===== src/rtl/coh_pkg.sv =====
package coh_pkg;
  localparam int ST_W = 3;
  localparam int OP_W = 3;

  typedef enum logic [ST_W-1:0] {
    ST_INV = 3'd0,
    ST_SHR = 3'd1,
    ST_EXC = 3'd2,
    ST_RSV = 3'd3,
    ST_MOD = 3'd4
  } line_st_e;

  typedef enum logic [1:0] {
    MD_MEI   = 2'd0,
    MD_MESI  = 2'd1,
    MD_MERSI = 2'd2
  } proto_e;

  // local operation codes
  localparam logic [OP_W-1:0] LO_LOAD  = 3'd0;
  localparam logic [OP_W-1:0] LO_STORE = 3'd1;
  localparam logic [OP_W-1:0] LO_CLEAN = 3'd2;
  localparam logic [OP_W-1:0] LO_FLUSH = 3'd3;
  localparam logic [OP_W-1:0] LO_DINV  = 3'd4;
  localparam logic [OP_W-1:0] LO_IINV  = 3'd5;

  // snooped operation codes
  localparam logic [OP_W-1:0] SN_READ  = 3'd0;
  localparam logic [OP_W-1:0] SN_RWITM = 3'd1;
  localparam logic [OP_W-1:0] SN_KILL  = 3'd2;
  localparam logic [OP_W-1:0] SN_CLEAN = 3'd3;
  localparam logic [OP_W-1:0] SN_FLUSH = 3'd4;
  localparam logic [OP_W-1:0] SN_DINV  = 3'd5;

  // broadcast kinds
  localparam logic [OP_W-1:0] BC_KILL  = 3'd0;
  localparam logic [OP_W-1:0] BC_CLEAN = 3'd1;
  localparam logic [OP_W-1:0] BC_FLUSH = 3'd2;
  localparam logic [OP_W-1:0] BC_DINV  = 3'd3;
  localparam logic [OP_W-1:0] BC_IINV  = 3'd4;
  localparam logic [OP_W-1:0] BC_RWITM = 3'd5;

  typedef struct packed {
    line_st_e        nxt;
    logic            retry;
    logic            shared;
    logic            intv;
    logic            wb;
    logic            bc;
    logic [OP_W-1:0] kind;
  } coh_res_t;
endpackage


===== src/rtl/coh_mode_dec.sv =====
module coh_mode_dec
  import coh_pkg::*;
(
  input  logic            intv_bus,
  input  logic            intv_en,
  input  logic            shared_en,
  input  logic [ST_W-1:0] raw_state,
  output proto_e          mode,
  output line_st_e        st
);
  always_comb begin
    if (intv_en && intv_bus)  mode = MD_MERSI;
    else if (shared_en)       mode = MD_MESI;
    else                      mode = MD_MEI;
  end

  // fold states the active protocol cannot hold
  always_comb begin
    case (raw_state)
      3'd1:    st = (mode == MD_MEI) ? ST_INV : ST_SHR;
      3'd2:    st = ST_EXC;
      3'd3:    st = (mode == MD_MERSI) ? ST_RSV : ST_EXC;
      3'd4:    st = ST_MOD;
      default: st = ST_INV;
    endcase
  end
endmodule


===== src/rtl/coh_local_fsm.sv =====
module coh_local_fsm
  import coh_pkg::*;
(
  input  proto_e          mode,
  input  line_st_e        st,
  input  logic [OP_W-1:0] op,
  input  logic            coh,
  input  logic            fill_shared,
  output coh_res_t        res
);
  always_comb begin
    res     = '0;
    res.nxt = st;
    case (op)
      LO_LOAD: begin
        if (st == ST_INV)
          res.nxt = (mode == MD_MEI || !fill_shared) ? ST_EXC : ST_SHR;
      end
      LO_STORE: begin
        res.nxt = ST_MOD;
        if (st == ST_INV) begin
          res.bc   = 1'b1;
          res.kind = BC_RWITM;
        end else if (st == ST_SHR) begin
          res.bc   = 1'b1;
          res.kind = BC_KILL;
        end
      end
      LO_CLEAN: begin
        if (st == ST_MOD) begin
          res.nxt = ST_EXC;
          res.wb  = 1'b1;
        end
        res.bc   = coh;
        res.kind = coh ? BC_CLEAN : '0;
      end
      LO_FLUSH: begin
        res.nxt  = ST_INV;
        res.wb   = (st == ST_MOD);
        res.bc   = coh;
        res.kind = coh ? BC_FLUSH : '0;
      end
      LO_DINV: begin
        res.nxt  = ST_INV;
        res.bc   = coh;
        res.kind = coh ? BC_DINV : '0;
      end
      LO_IINV: begin
        res.bc   = 1'b1;
        res.kind = BC_IINV;
      end
      default: ;
    endcase
  end
endmodule


===== src/rtl/coh_snoop_fsm.sv =====
module coh_snoop_fsm
  import coh_pkg::*;
(
  input  proto_e          mode,
  input  line_st_e        st,
  input  logic [OP_W-1:0] op,
  output coh_res_t        res
);
  always_comb begin
    res     = '0;
    res.nxt = st;
    case (op)
      SN_READ: begin
        case (st)
          ST_SHR: res.shared = 1'b1;
          ST_EXC, ST_RSV: begin
            if (mode == MD_MERSI) begin
              res.nxt    = ST_RSV;
              res.intv   = 1'b1;
              res.shared = 1'b1;
            end else if (mode == MD_MESI) begin
              res.nxt    = ST_SHR;
              res.shared = 1'b1;
            end else begin
              res.nxt    = ST_INV;
            end
          end
          ST_MOD: begin
            res.wb = 1'b1;
            if (mode == MD_MERSI) begin
              res.nxt    = ST_RSV;
              res.intv   = 1'b1;
              res.shared = 1'b1;
            end else begin
              res.retry  = 1'b1;
              res.nxt    = (mode == MD_MESI) ? ST_SHR : ST_INV;
            end
          end
          default: ;
        endcase
      end
      SN_RWITM, SN_KILL, SN_FLUSH, SN_DINV: begin
        res.nxt = ST_INV;
        res.wb  = (st == ST_MOD);
      end
      SN_CLEAN: begin
        if (st == ST_MOD) begin
          res.nxt = ST_EXC;
          res.wb  = 1'b1;
        end
      end
      default: ;
    endcase
  end
endmodule


===== src/rtl/coh_ctrl.sv =====
module coh_ctrl
  import coh_pkg::*;
(
  input  logic            clk,
  input  logic            rst_n,
  input  logic            cfg_intv_bus,
  input  logic            cfg_intv_en,
  input  logic            cfg_shared_en,
  input  logic [ST_W-1:0] line_state,
  input  logic            fill_shared,
  input  logic            loc_valid,
  input  logic [OP_W-1:0] loc_op,
  input  logic            loc_coh,
  input  logic            snp_valid,
  input  logic [OP_W-1:0] snp_op,
  input  logic            snp_global,
  output logic            o_valid,
  output logic [ST_W-1:0] o_next_state,
  output logic            o_retry,
  output logic            o_shared,
  output logic            o_intv,
  output logic            o_wb_req,
  output logic            o_bc_req,
  output logic [OP_W-1:0] o_bc_kind
);
  proto_e   mode;
  line_st_e st;
  coh_res_t loc_res, snp_res, sel_res;
  logic     ev_any, take_snp;

  coh_mode_dec u_dec (
    .intv_bus  (cfg_intv_bus),
    .intv_en   (cfg_intv_en),
    .shared_en (cfg_shared_en),
    .raw_state (line_state),
    .mode      (mode),
    .st        (st)
  );

  coh_local_fsm u_loc (
    .mode        (mode),
    .st          (st),
    .op          (loc_op),
    .coh         (loc_coh),
    .fill_shared (fill_shared),
    .res         (loc_res)
  );

  coh_snoop_fsm u_snp (
    .mode (mode),
    .st   (st),
    .op   (snp_op),
    .res  (snp_res)
  );

  // arbitration: a global snoop wins over the local event
  always_comb begin
    ev_any   = loc_valid | snp_valid;
    take_snp = snp_valid & snp_global;
    sel_res  = '0;
    sel_res.nxt = st;
    if (take_snp)       sel_res = snp_res;
    else if (loc_valid) sel_res = loc_res;
  end

  always_ff @(posedge clk or negedge rst_n) begin
    if (!rst_n) begin
      o_valid   <= 1'b0;
      o_retry   <= 1'b0;
      o_shared  <= 1'b0;
      o_intv    <= 1'b0;
      o_wb_req  <= 1'b0;
      o_bc_req  <= 1'b0;
      o_bc_kind <= '0;
    end else begin
      o_valid   <= ev_any;
      o_retry   <= ev_any & sel_res.retry;
      o_shared  <= ev_any & sel_res.shared;
      o_intv    <= ev_any & sel_res.intv;
      o_wb_req  <= ev_any & sel_res.wb;
      o_bc_req  <= ev_any & sel_res.bc;
      o_bc_kind <= (ev_any & sel_res.bc) ? sel_res.kind : '0;
    end
  end

  always_ff @(posedge clk or negedge rst_n) begin
    if (!rst_n)      o_next_state <= ST_INV;
    else if (ev_any) o_next_state <= sel_res.nxt;
  end

  AST_MEI_NO_SHARED: assert property (@(posedge clk) disable iff (!rst_n)
    (o_valid && $past(mode) == MD_MEI) |-> o_next_state != ST_SHR);

  AST_RSV_FIVE_ONLY: assert property (@(posedge clk) disable iff (!rst_n)
    (o_valid && $past(mode) != MD_MERSI) |-> o_next_state != ST_RSV);

  AST_INTV_FIVE_ONLY: assert property (@(posedge clk) disable iff (!rst_n)
    o_intv |-> ($past(mode) == MD_MERSI && o_shared && !o_retry));

  AST_RETRY_WITH_WB: assert property (@(posedge clk) disable iff (!rst_n)
    o_retry |-> (o_wb_req && $past(mode) != MD_MERSI));

  AST_IINV_ALWAYS_BC: assert property (@(posedge clk) disable iff (!rst_n)
    (loc_valid && !(snp_valid && snp_global) && loc_op == LO_IINV)
      |=> (o_bc_req && o_bc_kind == BC_IINV));

  AST_SNP_KILL_INV: assert property (@(posedge clk) disable iff (!rst_n)
    (snp_valid && snp_global && (snp_op == SN_KILL || snp_op == SN_DINV))
      |=> o_next_state == ST_INV);

  AST_IDLE_QUIET: assert property (@(posedge clk) disable iff (!rst_n)
    !o_valid |-> !(o_retry || o_shared || o_intv || o_wb_req || o_bc_req));

  AST_IDLE_HOLD: assert property (@(posedge clk) disable iff (!rst_n)
    (!loc_valid && !snp_valid) |=> $stable(o_next_state));
endmodule


===== config.mk =====
export PLATFORM = sky130hd
export DESIGN_NAME = coh_ctrl
export DESIGN_NICKNAME = d
export VERILOG_FILES = /design/src/rtl/coh_pkg.sv /design/src/rtl/coh_mode_dec.sv /design/src/rtl/coh_local_fsm.sv /design/src/rtl/coh_snoop_fsm.sv /design/src/rtl/coh_ctrl.sv
export SDC_FILE = /design/constraint.sdc
export NUM_CORES = 1
export LEC_CHECK = 0
export ABC_CLOCK_PERIOD_IN_PS = 1500
export BUFFER_PORTS_ARGS = -buffer_cell sky130_fd_sc_hd__buf_2
export CAP_MARGIN = 20
export CORE_MARGIN = 4
export CORE_UTILIZATION = 51
export DETAILED_ROUTE_END_ITERATION = 8
export HOLD_SLACK_MARGIN = 0.03
export PLACE_DENSITY = 0.82
export SKIP_LAST_GASP = 1
export SLEW_MARGIN = 20
export SYNTH_ARGS = -nofsm -noshare
export SYNTH_HDL_FRONTEND = slang
export SYNTH_SLANG_ARGS = --single-unit
export TNS_END_PERCENT = 1

===== constraint.sdc =====
create_clock -name clk -period 1.5 [get_ports clk]
set_clock_uncertainty 0.05 [all_clocks]
set_input_delay 0.15 -clock clk [delete_from_list [all_inputs] [get_ports clk]]
set_output_delay 0.15 -clock clk [all_outputs]
set_load 0.03 [all_outputs]

==> flow_metrics.env, run 1 <==
export IMPL_outcome="complete, no violations"
export IMPL_synth_area_per_cell_sq_um=8.93
export IMPL_die_y_um=48.6
export IMPL_ant_nets=0
export IMPL_die_w_um=48.6
export IMPL_cts_buffer_depth=2
export IMPL_nets=173
export IMPL_antenna_found_initial=0
export IMPL_required_ns=1.62
export IMPL_synthArstFlopShare=1.00
export IMPL_combPwrFrac=0.316
export IMPL_seqPwrFrac=0.400
export IMPL_grt_max_degree=13
export IMPL_grtUsageTotal=0.186
export IMPL_seqCellArea_sq_um=300
export IMPL_crit_fanout=6
export IMPL_die_area_sq_mm=0.00236
export IMPL_synthTopCellsByArea="dfrtp_1 36%, nor2_1 4.5%, a21oi_1 4.2%, ha_1 3.0%, nor2b_1 3.0%"
export IMPL_wl_per_cell_um=13.3
export IMPL_core_rowCount=14
export IMPL_drtIter0Drc=20
export IMPL_num_antenna_cells=0
export IMPL_startpoint_type="input pin"
export IMPL_drtPass1Iterations=4
export IMPL_clk_pin_slew_ns=0.07
export IMPL_p_int_uw=610
export IMPL_hold_viol_final=0
export IMPL_design_area_sq_mm=0.00124
export IMPL_crit_path_end_kind="flip-flop"
export IMPL_area_growth_syn_to_layout_pct=48.1
export IMPL_switching_share=0.287
export IMPL_fin_crit_ns=1.37
export IMPL_tritoncts="built"
export IMPL_synthFlopType="dfrtp_1"
export IMPL_syn_nets=115
export IMPL_maxSlewViolCount=0
export IMPL_place_gp_congestion=0.847
export IMPL_fin_crit_sh=0.912
export IMPL_numClockSinks=12
export IMPL_postLayoutSetupSlackWorst_ns=0.131
export IMPL_clkLatencyLatePin_ns=0.26
export IMPL_h_tree_depth=1
export IMPL_setup_viol=0
export IMPL_cts_buffers=3
export IMPL_fmax_ghz=0.731
export IMPL_start_util=0.551
export IMPL_hpwl_um=1870
export IMPL_utilization=0.816
export IMPL_dp_cells=162
export IMPL_slew_limit_headroom=0.781
export IMPL_cts_root_buf="clkbuf_4"
export IMPL_cp_data_arrival_time_ns=1.49
export IMPL_netlist_area_sq_um=840
export IMPL_finalPower_uw=856
export IMPL_synth_warning_count=0
export IMPL_layout_drive_gt1_share=0.437
export IMPL_synth_seq_cells=12
export IMPL_switchingPower_uw=246
export IMPL_place_ws_ns=-0.160
export IMPL_port_buffers=30
export IMPL_coreArea_sq_mm=0.00152
export IMPL_p_leak_nw=0.634
export IMPL_grt_pass1_vias=940
export IMPL_path_class="input pin to flip-flop"
export IMPL_setup_tns_ns=0
export IMPL_syn_inst=94
export IMPL_yosysTopAreaCell="dfrtp_1"
export IMPL_fin_hold_ws_ns=0.125
export IMPL_fillCellCount=109
export IMPL_num_vias=936
export IMPL_synth_top_area_frac=0.358
export IMPL_ys_types=40
export IMPL_via_per_inst=5.60
export IMPL_min_delay_path_class="input pin to flip-flop"
export IMPL_fin_cells=167
export IMPL_postCtsSetupRepairBufs=0
export IMPL_multi_input_area_sq_um=522
export IMPL_overflow=0
export IMPL_drv_cap=0
export IMPL_synth_edff_count=0
export IMPL_peakVddDrop_uv=376
export IMPL_seq_area_frac_synth=0.358
export IMPL_synth_common_cells="12 x dfrtp_1, 10 x nor2_1, 7 x a21oi_1, 6 x nand2_1"
export IMPL_p_clk_frac=0.284
export IMPL_drc=0
export IMPL_worst_slew_pin_slew_ns=0.327
export IMPL_grt_pass1_wl_um=3770
export IMPL_power_density_mw_per_mm2=688
export IMPL_ios=31
export IMPL_synth_most_common_cell="dfrtp_1"
export IMPL_dpl_instance_area_sq_mm=0.00119
export IMPL_wirelength_um=2210
## per-layer routing
metal	GRT usage	vias to the layer above	share of wire	wire, um
met5	0	-	0	0
li1	-	473	-	-
met2	0.350	25	0.53	1180
met3	0.0307	0	0.047	104
met4	0.0404	0	0	0
met1	0.216	438	0.42	932
## area by class of cell
type	count	area share
Tap cell	16	0.0161
Clock buffer	4	0.0292
Inverter	4	0.0141
Timing Repair Buffer	56	0.280
Multi-Input combinational cell	75	0.420
Sequential cell	12	0.241
## final timing paths
path	from	end	slack, ns	cells after the start
setup / recovery	line_state[1]	o_next_state[1]$_DFFE_PN0P_	0.13	8
hold / removal	snp_global	o_wb_req$_DFF_PN0_	0.12	3
setup reg to reg	o_next_state[0]$_DFFE_PN0P_	o_next_state[0]$_DFFE_PN0P_	0.71	1
hold reg to reg	o_next_state[1]$_DFFE_PN0P_	o_next_state[1]$_DFFE_PN0P_	0.46	2
max in group asynchronous	rst_n	o_wb_req$_DFF_PN0_	0.95	2
min in group asynchronous	rst_n	o_bc_kind[1]$_DFF_PN0_	0.24	2
## sequential cells by signal, summed over array words and instances, names as in the netlist
register,flops
o_shared,1
o_wb_req,1
o_next_state,3
o_valid,1
o_bc_kind,3
o_retry,1
o_bc_req,1
o_intv,1
## kinds of logic after synthesis
family	Yosys count	synth area share
and+or+nand+nor	40	0.276
AOI/OAI and AO/OA	32	0.283
DFF	12	0.358
buffers and inverters	7	0.0417
adders and majority gates	2	0.0298
muxes	1	0.0119
## power by group through the flow
stage / clock network (mW) / registers [mW] / logic (mW)
CTS: 0.250 / 0.343 / 0.267
detailed placement: 0 / 0.349 / 0.265
global route: 0.270 / 0.344 / 0.296
finish: 0.243 / 0.342 / 0.270
floorplan: 0 / 0.377 / 0.105
global placement: 0 / 0.348 / 0.257
## timing repair
action / in CTS / in global routing
endpoints found under the setup margin: 0 / 1
hold buffers: 1 / 0
endpoints found under the hold margin: 12 / 0
gates resized for setup: 0 / 1
## worst max-delay path, stage by stage
cell      delay, ns
buf_2          0.13
nor3b_4        0.22
buf_4          0.18
nor2_1         0.07
buf_4          0.13
nor4_1         0.24
a311oi_1       0.11
o31ai_1        0.26
## layout by cell type (no fill, tap or decap), types with 2 or more instances in the layout
| cell type | Yosys | routed |
|---|---|---|
| nor4b_1 | 2 | 2 |
| nor2b_1 | 4 | 4 |
| a21oi_1 | 7 | 7 |
| o31ai_1 | 3 | 3 |
| o21ai_0 | 3 | 3 |
| buf_4 | 0 | 25 |
| a31oi_1 | 2 | 2 |
| inv_1 | 4 | 3 |
| nor3_1 | 4 | 4 |
| nor2_1 | 10 | 10 |
| nand3_1 | 3 | 3 |
| a21boi_1 | 3 | 3 |
| dfrtp_1 | 12 | 12 |
| nand2b_1 | 2 | 2 |
| nand2_1 | 6 | 6 |
| buf_2 | 1 | 30 |
| clkbuf_4 | 0 | 3 |
| o21ai_1 | 2 | 2 |
| and2_1 | 2 | 2 |
Power figures use the tool's default switching activity.
==> run 2, diff against run 1 <==
- CORE_UTILIZATION: 51 -> 52
- PLACE_DENSITY: 0.82 -> 0.81
- SYNTH_HIERARCHICAL: unset -> 1
==> run 2 against run 1 <==
Global-route usage fell by 1.1 points. Count of clock-buffer cells in the layout did not move. Combinational power increased by 8.9%. Synthesized area grew 21%. Non-clock buffer count shrank 12. Total power grew 3.5%. Wire length is 1.8% lower. Final area increased by 5.4%. Flip-flop and latch count is the same. First-iteration DRC count grew 10%. Critical path depth stayed put. Worst setup slack worse by 0.10 ns. Largest cell class unchanged.
==> flow_metrics.env, run 2 <==
export IMPL_outcome="complete, no violations"
export IMPL_crit_path_end_kind="flip-flop"
export IMPL_grt_pass1_wl_um=3710
export IMPL_core_rowCount=15
export IMPL_cts_buffers=3
export IMPL_numClockSinks=12
export IMPL_num_antenna_cells=0
export IMPL_coreArea_sq_mm=0.00178
export IMPL_drc=0
export IMPL_dp_cells=188
export IMPL_fin_cells=193
export IMPL_syn_inst=126
export IMPL_synthArstFlopShare=1.00
export IMPL_clk_pin_slew_ns=0.07
export IMPL_setup_viol=0
export IMPL_crit_family="compound AO/OA/AOI/OAI gates"
export IMPL_antenna_found_initial=0
export IMPL_crit_fanout=4
export IMPL_start_util=0.568
export IMPL_startpoint_type="input pin"
export IMPL_die_y_um=52.1
export IMPL_synth_top_area_frac=0.296
export IMPL_overflow=0
export IMPL_switching_share=0.307
export IMPL_place_gp_congestion=0.829
export IMPL_synth_area_per_cell_sq_um=8.04
export IMPL_hpwl_um=1770
export IMPL_grt_max_degree=16
export IMPL_grt_pass1_vias=890
export IMPL_drv_cap=0
export IMPL_required_ns=1.60
export IMPL_num_vias=1010
export IMPL_crit_slowest_cell="or3b_4"
export IMPL_die_w_um=52.1
export IMPL_cp_slowest_stage_delay_ns=0.39
export IMPL_ys_types=44
export IMPL_tritoncts="built"
export IMPL_fin_hold_ws_ns=0.172
export IMPL_port_buffers=30
export IMPL_cts_buffer_depth=2
export IMPL_path_buf_inv=1
export IMPL_p_int_uw=614
export IMPL_hold_viol_final=0
export IMPL_synthFlopType="dfrtp_1"
export IMPL_wirelength_um=2170
export IMPL_clkLatencyLatePin_ns=0.26
export IMPL_fillCellCount=148
export IMPL_seq_area_frac_synth=0.296
export IMPL_cp_cell_sequence="buf_2 > and2_4 > o211a_4 > or3b_4 > a211o_1 > o221a_2 > o22ai_2 > o21ai_1"
export IMPL_fin_crit_sh=0.980
export IMPL_min_delay_path_class="input pin to flip-flop"
export IMPL_path_class="input pin to flip-flop"
export IMPL_synth_seq_cells=12
export IMPL_grtUsageTotal=0.175
export IMPL_power_density_mw_per_mm2=676
export IMPL_finalPower_uw=886
export IMPL_die_area_sq_mm=0.00272
export IMPL_nets=189
export IMPL_synthTopCellsByArea="dfrtp_1 30%, nand2_1 6.3%, buf_4 5.2%, o21a_1 4.4%, a32o_1 4.0%"
export IMPL_synth_edff_count=0
export IMPL_synth_most_common_cell="nand2_1"
export IMPL_maxSlewViolCount=0
export IMPL_wl_per_cell_um=11.3
export IMPL_ant_nets=0
export IMPL_drtIter0Drc=22
export IMPL_p_leak_nw=0.631
export IMPL_combPwrFrac=0.332
export IMPL_synth_common_cells="17 x nand2_1, 12 x dfrtp_1, 8 x nor2_1, 7 x buf_4"
export IMPL_layout_drive_gt1_share=0.363
export IMPL_area_growth_syn_to_layout_pct=29.4
export IMPL_fin_crit_ns=1.47
export IMPL_p_clk_frac=0.274
export IMPL_cts_root_buf="clkbuf_4"
export IMPL_netlist_area_sq_mm=0.00101
export IMPL_drtPass1Iterations=4
export IMPL_seqPwrFrac=0.394
export IMPL_yosysTopAreaCell="dfrtp_1"
export IMPL_grt_setup_unrepaired="yes"
export IMPL_postCtsSetupRepairBufs=0
export IMPL_switchingPower_uw=272
export IMPL_cp_data_arrival_time_ns=1.57
export IMPL_reg_top3="o_bc_kind: 3 flops, o_next_state: 3 flops"
export IMPL_fmax_ghz=0.680
export IMPL_h_tree_depth=1
export IMPL_peakVddDrop_uv=343
export IMPL_mostFrequentLayoutCell="buf_2"
export IMPL_layout_common_cells="30 x buf_2, 17 x nand2_1, 13 x buf_4"
export IMPL_synth_warning_count=6
export IMPL_via_per_inst=5.23
export IMPL_ios=31
run 2: layout make-up:
cell class	count	area (sq um)	share of cell area
Multi-Input combinational cell	104	663	0.506
Sequential cell	12	300	0.229
Timing Repair Buffer	44	258	0.197
Clock buffer	4	36.3	0.0277
Tap cell	25	31.3	0.0239
Inverter	4	22.5	0.0172
run 2: logic make-up (layout without fill, tap and decap cells):
group | after synthesis | count (layout) | share of synthesized area
buffers and inverters | 15 | 52 | 0.0926
AO/OA/AOI/OAI | 40 | 40 | 0.289
AND/OR/NAND/NOR | 55 | 55 | 0.294
other | 2 | 7 | 0.00741
flip-flops | 12 | 12 | 0.296
XOR/XNOR | 1 | 1 | 0.00864
adder cells (fa/ha/maj) | 1 | 1 | 0.0123
run 2: worst paths after layout:
path	startpoint	end	slack, ns	cells past startpoint
min in group asynchronous	rst_n	o_valid$_DFF_PN0_	0.23	2
hold reg to reg	o_next_state[2]$_DFFE_PN0P_	o_next_state[2]$_DFFE_PN0P_	0.43	2
setup reg to reg	o_next_state[2]$_DFFE_PN0P_	o_next_state[2]$_DFFE_PN0P_	0.84	2
setup / recovery	cfg_intv_en	o_next_state[1]$_DFFE_PN0P_	0.03	8
hold / removal	snp_valid	o_valid$_DFF_PN0_	0.17	3
max in group asynchronous	rst_n	o_bc_kind[0]$_DFF_PN0_	0.98	2
run 2: layer usage:
metal | up-vias | global-route usage | share of wire
met1 | 448 | 0.218 | 0.44
li1 | 526 | - | -
met3 | 0 | 0.0401 | 0.086
met4 | 0 | 0.0255 | 0
met2 | 36 | 0.312 | 0.48
met5 | - | 0 | 0
run 2: power by group through the flow:
stage	Clock (mW)	Sequential (mW)	Combinational (mW)
after detailed placement	0	0.356	0.288
after global placement	0	0.355	0.282
after floorplan	0	0.400	0.150
after CTS	0.246	0.350	0.291
final	0.242	0.349	0.294
after global routing	0.267	0.351	0.325
run 2: tightest hold or removal path, cell delays in order:
cell,delay (ns)
buf_2,0.15
nor2_1,0.10
inv_1,0.05
run 2: timing repair:
| action | CTS | global route |
|---|---|---|
| hold buffers | 1 | 0 |
| gates resized for setup | 0 | 1 |
| endpoints found under the hold margin | 12 | 0 |
| endpoints found under the setup margin | 0 | 1 |
run 2: per-stage QoR:
step | worst slack [ns] | utilization | TNS (ns) | area (sq um)
3_3_place_gp | -0.254 | 0.706 | -0.882 | 1260
5_1_grt | -0.0163 | 0.735 | -0.0163 | 1310
6_report | 0.0294 | 0.735 | 0 | 1310
3_5_place_dp | -0.266 | 0.706 | -1.04 | 1260
2_1_floorplan | -0.164 | - | -0.356 | 1060
4_1_cts | 0.00436 | 0.732 | 0 | 1310
